<file path="config.mk">
export PLATFORM = sky130hd
export DESIGN_NAME = prog_table_access
export DESIGN_NICKNAME = d
export VERILOG_FILES = /design/src/rtl/tblacc_pkg.sv /design/src/rtl/tblacc_decode.sv /design/src/rtl/tblacc_step.sv /design/src/rtl/prog_table_access.sv
export SDC_FILE = /design/constraint.sdc
export NUM_CORES = 1
export LEC_CHECK = 0
export BUFFER_PORTS_ARGS = -buffer_cell sky130_fd_sc_hd__buf_4
export CAP_MARGIN = 20
export CORE_UTILIZATION = 57
export DETAILED_ROUTE_END_ITERATION = 8
export PLACE_DENSITY = 0.86
export RECOVER_POWER = 100
export SLEW_MARGIN = 15
export SYNTH_ARGS = -nofsm -noshare
export SYNTH_HDL_FRONTEND = slang
export SYNTH_SLANG_ARGS = --single-unit
</file>
<file path="constraint.sdc">
create_clock -name clk -period 7.7 [get_ports clk]
set_input_delay 1.54 -clock clk [delete_from_list [all_inputs] [get_ports clk]]
set_output_delay 1.54 -clock clk [all_outputs]
set_load 0.02 [all_outputs]
</file>
<file path="src/rtl/tblacc_pkg.sv">
package tblacc_pkg;

    typedef enum logic [1:0] {
        PH_IDLE   = 2'd0,
        PH_ACCESS = 2'd1,
        PH_FINISH = 2'd2
    } phase_e;

    typedef enum logic [1:0] {
        STEP_HOLD    = 2'd0,
        STEP_POSTINC = 2'd1,
        STEP_POSTDEC = 2'd2,
        STEP_PREINC  = 2'd3
    } step_e;

endpackage

</file>
<file path="src/rtl/tblacc_decode.sv">
module tblacc_decode
    import tblacc_pkg::*;
#(
    parameter int OP_W = 16
) (
    input  logic            op_valid,
    input  logic [OP_W-1:0] op_word,
    output logic            hit,
    output logic            is_write,
    output step_e           mode
);
    localparam int HI_W = OP_W - 4;

    logic upper_zero;

    always_comb begin
        upper_zero = (op_word[OP_W-1:4] == {HI_W{1'b0}});
        hit        = op_valid && upper_zero && op_word[3];
        is_write   = op_word[2];
        mode       = step_e'(op_word[1:0]);
    end

endmodule

</file>
<file path="src/rtl/tblacc_step.sv">
module tblacc_step
    import tblacc_pkg::*;
#(
    parameter int PTR_W = 21
) (
    input  logic [PTR_W-1:0] cur_ptr,
    input  step_e            mode,
    output logic [PTR_W-1:0] acc_addr,
    output logic [PTR_W-1:0] next_ptr
);
    localparam logic [PTR_W-1:0] ONE = {{(PTR_W-1){1'b0}}, 1'b1};

    logic [PTR_W-1:0] plus_one;
    logic [PTR_W-1:0] minus_one;

    always_comb begin
        plus_one  = cur_ptr + ONE;
        minus_one = cur_ptr - ONE;
        acc_addr  = (mode == STEP_PREINC) ? plus_one : cur_ptr;
        unique case (mode)
            STEP_HOLD:    next_ptr = cur_ptr;
            STEP_POSTDEC: next_ptr = minus_one;
            default:      next_ptr = plus_one;
        endcase
    end

endmodule

</file>
<file path="src/rtl/prog_table_access.sv">
module prog_table_access
    import tblacc_pkg::*;
#(
    parameter int PTR_W  = 21,
    parameter int DATA_W = 8,
    parameter int OP_W   = 16
) (
    input  logic              clk,
    input  logic              rst_n,
    input  logic              op_valid,
    input  logic [OP_W-1:0]   op_word,
    input  logic              ptr_ld,
    input  logic [PTR_W-1:0]  ptr_ld_data,
    input  logic              lat_ld,
    input  logic [DATA_W-1:0] lat_ld_data,
    input  logic [DATA_W-1:0] pm_rd_data,
    output logic [PTR_W-1:0]  ptr_out,
    output logic [DATA_W-1:0] lat_out,
    output logic              busy,
    output logic              lat_valid,
    output logic [PTR_W-1:0]  pm_addr,
    output logic              pm_rd_en,
    output logic              pm_wr_en,
    output logic [DATA_W-1:0] pm_wr_data
);

    typedef struct packed {
        phase_e            phase;
        logic              wr;
        logic [PTR_W-1:0]  acc;
        logic [PTR_W-1:0]  nptr;
        logic [PTR_W-1:0]  ptr;
        logic [DATA_W-1:0] lat;
        logic              lval;
    } regs_t;

    regs_t r_q, r_d;

    logic             dec_hit;
    logic             dec_wr;
    step_e            dec_mode;
    logic [PTR_W-1:0] step_acc;
    logic [PTR_W-1:0] step_next;

    tblacc_decode #(.OP_W(OP_W)) u_decode (
        .op_valid (op_valid),
        .op_word  (op_word),
        .hit      (dec_hit),
        .is_write (dec_wr),
        .mode     (dec_mode)
    );

    tblacc_step #(.PTR_W(PTR_W)) u_step (
        .cur_ptr  (r_q.ptr),
        .mode     (dec_mode),
        .acc_addr (step_acc),
        .next_ptr (step_next)
    );

    always_comb begin
        r_d      = r_q;
        r_d.lval = 1'b0;
        unique case (r_q.phase)
            PH_IDLE: begin
                if (dec_hit) begin
                    r_d.phase = PH_ACCESS;
                    r_d.wr    = dec_wr;
                    r_d.acc   = step_acc;
                    r_d.nptr  = step_next;
                end else begin
                    if (ptr_ld) r_d.ptr = ptr_ld_data;
                    if (lat_ld) r_d.lat = lat_ld_data;
                end
            end
            PH_ACCESS: r_d.phase = PH_FINISH;
            PH_FINISH: begin
                r_d.phase = PH_IDLE;
                r_d.ptr   = r_q.nptr;
                if (!r_q.wr) begin
                    r_d.lat  = pm_rd_data;
                    r_d.lval = 1'b1;
                end
            end
            default: r_d.phase = PH_IDLE;
        endcase
    end

    always_ff @(posedge clk) begin
        if (!rst_n) begin
            r_q <= '{phase: PH_IDLE, wr: 1'b0, acc: '0, nptr: '0,
                     ptr: '0, lat: '0, lval: 1'b0};
        end else begin
            r_q <= r_d;
        end
    end

    always_comb begin
        ptr_out    = r_q.ptr;
        lat_out    = r_q.lat;
        busy       = (r_q.phase != PH_IDLE);
        lat_valid  = r_q.lval;
        pm_addr    = r_q.acc;
        pm_rd_en   = (r_q.phase == PH_ACCESS) && !r_q.wr;
        pm_wr_en   = (r_q.phase == PH_ACCESS) && r_q.wr;
        pm_wr_data = r_q.lat;
    end

    // the access phase is always followed by the finishing phase
    assert_access_then_finish_R3: assert property (@(posedge clk) disable iff (!rst_n)
        (r_q.phase == PH_ACCESS) |=> (r_q.phase == PH_FINISH));

    // the finishing phase always returns to idle
    assert_finish_then_idle_R3: assert property (@(posedge clk) disable iff (!rst_n)
        (r_q.phase == PH_FINISH) |=> !busy);

    // the pointer does not move between acceptance and commit
    assert_ptr_hold_R6: assert property (@(posedge clk) disable iff (!rst_n)
        (r_q.phase == PH_ACCESS) |=> $stable(ptr_out));

    // never a read and a write strobe together
    assert_single_strobe_R5: assert property (@(posedge clk) disable iff (!rst_n)
        $onehot0({pm_rd_en, pm_wr_en}));

    // a completion pulse only follows the finishing phase of a read
    assert_lval_source_R4: assert property (@(posedge clk) disable iff (!rst_n)
        lat_valid |-> $past(r_q.phase == PH_FINISH && !r_q.wr));

    // a write leaves the holding register untouched
    assert_write_keeps_lat_R5: assert property (@(posedge clk) disable iff (!rst_n)
        pm_wr_en |=> $stable(lat_out) && busy);

    // a memory strobe is only ever seen while busy
    assert_strobe_busy_R4: assert property (@(posedge clk) disable iff (!rst_n)
        (pm_rd_en || pm_wr_en) |-> busy);

endmodule

</file>
==> impl_metrics.xml <==
<?xml version="1.0" encoding="UTF-8"?>
<metrics>
  <group name="outcome">
    <metric name="outcome" unit="">finished, violations left</metric>
    <metric name="failed_checks" unit="">max-capacitance violations, max-slew violations</metric>
  </group>
  <group name="die">
    <metric name="row_count" unit="">31</metric>
    <metric name="die_width" unit="um">90.5</metric>
    <metric name="top_level_i_o_count" unit="">120</metric>
    <metric name="area_of_the_die" unit="um2">8190</metric>
    <metric name="start_util" unit="">0.602</metric>
    <metric name="die_height" unit="um">90.5</metric>
    <metric name="core_region_area" unit="um2">7410</metric>
  </group>
  <group name="cts">
    <metric name="post_cts_resized" unit="">0</metric>
    <metric name="tritoncts" unit="">yes</metric>
    <metric name="cts_sinks" unit="">75</metric>
    <metric name="clock_tree_root_buffer_cell" unit="">sky130_fd_sc_hd__clkbuf_8</metric>
    <metric name="cts.hold.buffers_added" unit="">0</metric>
    <metric name="clk-insertion-delay-late" unit="ps">360</metric>
    <metric name="cts_clock_pin_slew_for_the_worst_setup_and_hold_paths" unit="ps">90</metric>
    <metric name="cts-root-to-sink-buffers" unit="">2</metric>
    <metric name="postCtsSetupBuffers" unit="">0</metric>
    <metric name="number_of_cts_inserted_buffers" unit="">9</metric>
    <metric name="htree_levels" unit="">3</metric>
  </group>
  <group name="worst_setup_path">
    <metric name="setup.worst_path.start_class" unit="">input pin</metric>
    <metric name="worst_r2r_path_depth" unit="">6</metric>
    <metric name="r2r-end" unit="">r_q[40]</metric>
    <metric name="critical_path_cell_by_cell" unit="">clkbuf_1 &gt; clkinv_1 &gt; clkbuf_1 &gt; a2111oi_0 &gt; a311o_1</metric>
    <metric name="critical_path.endpoint_type" unit="">flop</metric>
    <metric name="critPathArrivalTime" unit="ps">5270</metric>
    <metric name="worst_r2r_startpoint" unit="">r_q[74]</metric>
    <metric name="crit_path_max_incr_delay" unit="ps">1110</metric>
    <metric name="criticalPathCategory" unit="">input pin to flop</metric>
    <metric name="timing.critical_path.required" unit="ps">8010</metric>
    <metric name="cp.buffers_inverters" unit="">3</metric>
    <metric name="cp_max_fo" unit="">41</metric>
    <metric name="r2r_slack" unit="ps">3940</metric>
    <metric name="critical-path-top-cell-by-count" unit="">sky130_fd_sc_hd__clkbuf_1</metric>
    <metric name="critical-path-top-delay-family" unit="">buffers and inverters</metric>
    <metric name="critical_path.slowest_cell" unit="">sky130_fd_sc_hd__clkbuf_1</metric>
  </group>
  <group name="power">
    <metric name="seqPwrFrac" unit="">0.495</metric>
    <metric name="share_comb_of_total_power" unit="">0.134</metric>
    <metric name="vdd.ir_drop.worst" unit="mV">0.0886</metric>
    <metric name="p_sw_frac" unit="">0.292</metric>
    <metric name="power.internal" unit="uW">604</metric>
    <metric name="p_leak" unit="uW">0.00182</metric>
    <metric name="share_clk_of_total_power" unit="">0.370</metric>
    <metric name="p_switching" unit="uW">250</metric>
    <metric name="power_per_cell_area" unit="nW/um2">176</metric>
  </group>
  <group name="timing">
    <metric name="slew_headroom" unit="">-0.176</metric>
    <metric name="layout_setup_ws" unit="ps">2740</metric>
    <metric name="timing_max_transition_violations_final" unit="">89</metric>
    <metric name="fmax" unit="MHz">202</metric>
    <metric name="finClkSkew" unit="ps">10.3</metric>
    <metric name="timing.final.crit_share" unit="">0.644</metric>
    <metric name="grt_setup_unrepaired" unit="">no</metric>
    <metric name="timing.final.crit_period" unit="ps">4960</metric>
    <metric name="final.setup.tns" unit="ps">0</metric>
    <metric name="worst_margin_slew" unit="ps">1760</metric>
    <metric name="setup_violations" unit="">0</metric>
    <metric name="final_hold_viol_count" unit="">0</metric>
  </group>
  <group name="grt">
    <metric name="grt_most_used_layer" unit="">met2</metric>
    <metric name="grt_antenna_before_repair" unit="">0</metric>
    <metric name="globalRouteTotalUtil" unit="">0.255</metric>
    <metric name="grt_overflow" unit="">0</metric>
    <metric name="wire_length_of_the_first_global_routing_pass" unit="um">17200</metric>
    <metric name="vias_in_the_first_global_route" unit="">3600</metric>
    <metric name="pin_count_of_the_biggest_net_entering_global_routing" unit="">61</metric>
    <metric name="globalRouteMet3Util" unit="">0.0421</metric>
    <metric name="met1_usage" unit="">0.331</metric>
    <metric name="gr-usage-met2" unit="">0.414</metric>
  </group>
  <group name="drt">
    <metric name="route.antenna.remaining_nets" unit="">0</metric>
    <metric name="drt_first_iter_violations" unit="">338</metric>
    <metric name="firstDrtPassIters" unit="">6</metric>
    <metric name="routed_wire_length_per_instance" unit="um">15.5</metric>
    <metric name="wirelength" unit="um">10600</metric>
    <metric name="viasPerCell" unit="">5.85</metric>
    <metric name="drcViolationCount" unit="">0</metric>
    <metric name="vias" unit="">3998</metric>
  </group>
  <group name="worst_hold_path">
    <metric name="worst_hold_path_type" unit="">flop to flop</metric>
    <metric name="worst_hold_path.num_cells" unit="">2</metric>
    <metric name="hold_end" unit="">r_q[36]</metric>
    <metric name="hold_path_startpoint" unit="">r_q[36]</metric>
  </group>
  <group name="finish">
    <metric name="instances_no_fill" unit="">684</metric>
    <metric name="areaGrowthSynthToFinish" unit="%">8.52</metric>
    <metric name="layout.area.seq" unit="um2">1500</metric>
    <metric name="multi_input_area" unit="um2">2280</metric>
    <metric name="final.fill_count" unit="">694</metric>
    <metric name="nets" unit="">640</metric>
    <metric name="insertedDiodeCount" unit="">0</metric>
    <metric name="layout-drive-gt1-share" unit="">0.142</metric>
  </group>
  <group name="place">
    <metric name="routability_congestion" unit="">0.920</metric>
    <metric name="numPortBuffers" unit="">119</metric>
    <metric name="detailedPlacementHpwl" unit="um">7330</metric>
    <metric name="dp_slack" unit="ps">3820</metric>
    <metric name="placedCellCount" unit="">666</metric>
  </group>
  <group name="yosys">
    <metric name="share_of_the_yosys_chip_area_belonging_to_registers" unit="">0.337</metric>
    <metric name="synth_area_per_cell" unit="um2">8.01</metric>
    <metric name="synth_seq_cells" unit="">75</metric>
    <metric name="syn-num-nets" unit="">617</metric>
    <metric name="yosys_warnings" unit="">0</metric>
    <metric name="synth-edff-count" unit="">0</metric>
    <metric name="synthesis.instances" unit="">557</metric>
    <metric name="synth_area" unit="um2">4460</metric>
    <metric name="synth_top_flop_cell" unit="">sky130_fd_sc_hd__dfxtp_1</metric>
    <metric name="synth_cell_types" unit="">44</metric>
    <metric name="fraction_of_registers_with_async_set_or_reset_after_synthesis" unit="">0</metric>
  </group>
  <group name="flow_run">
    <metric name="max_cap_violations" unit="">2</metric>
  </group>
</metrics>
state kept, by name, summed over array words and instances, names as in the netlist:
signal	cells
lat_out	8
lat_valid	1
pm_addr	21
ptr_out	21
r_q	24
cell usage after synthesis (2+ instances only):
master                     count  area share
sky130_fd_sc_hd__a22oi_1       5      0.0084
sky130_fd_sc_hd__a211oi_1     43       0.072
sky130_fd_sc_hd__nor2_1       61       0.051
sky130_fd_sc_hd__buf_4        59       0.099
sky130_fd_sc_hd__dfxtp_1      75        0.34
sky130_fd_sc_hd__and3_1        6      0.0084
sky130_fd_sc_hd__nor3b_1      10       0.017
sky130_fd_sc_hd__nand2b_1      9       0.013
sky130_fd_sc_hd__clkbuf_1     44       0.037
sky130_fd_sc_hd__or3_1         2      0.0028
sky130_fd_sc_hd__nor3_1       16       0.018
sky130_fd_sc_hd__or4_4         2      0.0050
sky130_fd_sc_hd__xnor2_1      14       0.027
sky130_fd_sc_hd__or4b_2        2      0.0045
sky130_fd_sc_hd__xor2_1       17       0.033
sky130_fd_sc_hd__a32oi_1       2      0.0039
sky130_fd_sc_hd__ha_1          2      0.0056
sky130_fd_sc_hd__nand3_1      24       0.027
sky130_fd_sc_hd__mux2i_1      24       0.054
sky130_fd_sc_hd__nor4_1       11       0.015
sky130_fd_sc_hd__buf_1         6      0.0050
sky130_fd_sc_hd__nand4_1      16       0.022
sky130_fd_sc_hd__o311ai_0      8       0.016
sky130_fd_sc_hd__or2_2         3      0.0042
sky130_fd_sc_hd__o21ai_0      15       0.017
sky130_fd_sc_hd__or4_1         4      0.0067
sky130_fd_sc_hd__nand2_1      29       0.024
sky130_fd_sc_hd__inv_1         7      0.0059
sky130_fd_sc_hd__a21oi_1      26       0.029
metal layers:
| layer | wire [um] | part of all wire |
|---|---|---|
| met3 | 660 | 0.062 |
| met5 | 0 | 0 |
| met1 | 4730 | 0.45 |
| met4 | 241 | 0.023 |
| met2 | 4970 | 0.47 |
cell families after synthesis:
family                   after synthesis  synth area share
adder cells (fa/ha/maj)                2           0.00561
flip-flops                            75             0.337
multiplexers                          24            0.0538
buffers and inverters                119             0.152
AND/OR/NAND/NOR                      201             0.232
AO/OA/AOI/OAI                        105             0.160
XOR/XNOR                              31            0.0609
layout make-up:
cell class / instances / share of cell area
clock buffers: 9 / 0.0256
clock inverters: 7 / 0.0173
inverters: 8 / 0.00620
multi-input cells: 363 / 0.471
flip-flops and latches: 75 / 0.310
well taps: 99 / 0.0256
repair buffers: 123 / 0.144
worst register-to-register path, delay by kind of cell (launching register included):
family	cells	cell delay (ps)
flip-flops	1	400
AND/OR/NAND/NOR	4	1640
AO/OA/AOI/OAI	1	290
buffers and inverters	1	1340
cell usage in the layout, fill, tap and decap left out, types with 3 or more instances in the layout:
| cell type | synthesis | routed |
|---|---|---|
| sky130_fd_sc_hd__nor2_1 | 61 | 61 |
| sky130_fd_sc_hd__a22oi_1 | 5 | 5 |
| sky130_fd_sc_hd__and3_1 | 6 | 6 |
| sky130_fd_sc_hd__xor2_1 | 17 | 17 |
| sky130_fd_sc_hd__o21ai_0 | 15 | 15 |
| sky130_fd_sc_hd__clkbuf_8 | 0 | 9 |
| sky130_fd_sc_hd__nand3_1 | 24 | 24 |
| sky130_fd_sc_hd__nor4_1 | 11 | 11 |
| sky130_fd_sc_hd__nand2_1 | 29 | 28 |
| sky130_fd_sc_hd__or2_2 | 3 | 3 |
| sky130_fd_sc_hd__nand2b_1 | 9 | 9 |
| sky130_fd_sc_hd__a21oi_1 | 26 | 26 |
| sky130_fd_sc_hd__inv_1 | 7 | 7 |
| sky130_fd_sc_hd__nand4_1 | 16 | 16 |
| sky130_fd_sc_hd__mux2i_1 | 24 | 24 |
| sky130_fd_sc_hd__clkbuf_1 | 44 | 65 |
| sky130_fd_sc_hd__or4_1 | 4 | 4 |
| sky130_fd_sc_hd__o311ai_0 | 8 | 8 |
| sky130_fd_sc_hd__nor3b_1 | 10 | 10 |
| sky130_fd_sc_hd__dfxtp_1 | 75 | 75 |
| sky130_fd_sc_hd__buf_4 | 59 | 56 |
| sky130_fd_sc_hd__a211oi_1 | 43 | 43 |
| sky130_fd_sc_hd__nor3_1 | 16 | 16 |
| sky130_fd_sc_hd__xnor2_1 | 14 | 14 |
power by group through the flow:
stage	Sequential (uW)	Combinational (uW)	Clock, uW
after detailed placement	432	125	0
after floorplan	414	107	0
after global placement	431	121	0
after CTS	423	125	319
final	423	115	317
after global routing	425	125	335
worst max path at each step:
stage                      from       to  slack (ps)  cells past startpoint
global placement    op_word[10]  r_q[50]        3980                      6
finish                    rst_n  r_q[50]        2740                      5
CTS                 op_word[10]  r_q[40]        4220                      6
global route              rst_n  r_q[50]        2460                      5
detailed placement  op_word[10]  r_q[40]        3820                      6
floorplan            op_word[0]  r_q[50]        4060                      6
through the flow:
| step | hold slack, ps | power, uW | util | area (um2) |
|---|---|---|---|---|
| final | 461 | 854 | 0.654 | 4840 |
| after global placement | 444 | 552 | 0.656 | 4860 |
| after CTS | 460 | 867 | 0.684 | 5060 |
| after global routing | 487 | 885 | 0.654 | 4840 |
| after floorplan | 431 | 521 | - | 4460 |
| after detailed placement | 448 | 557 | 0.656 | 4860 |
(Power assumes the default switching activity.)
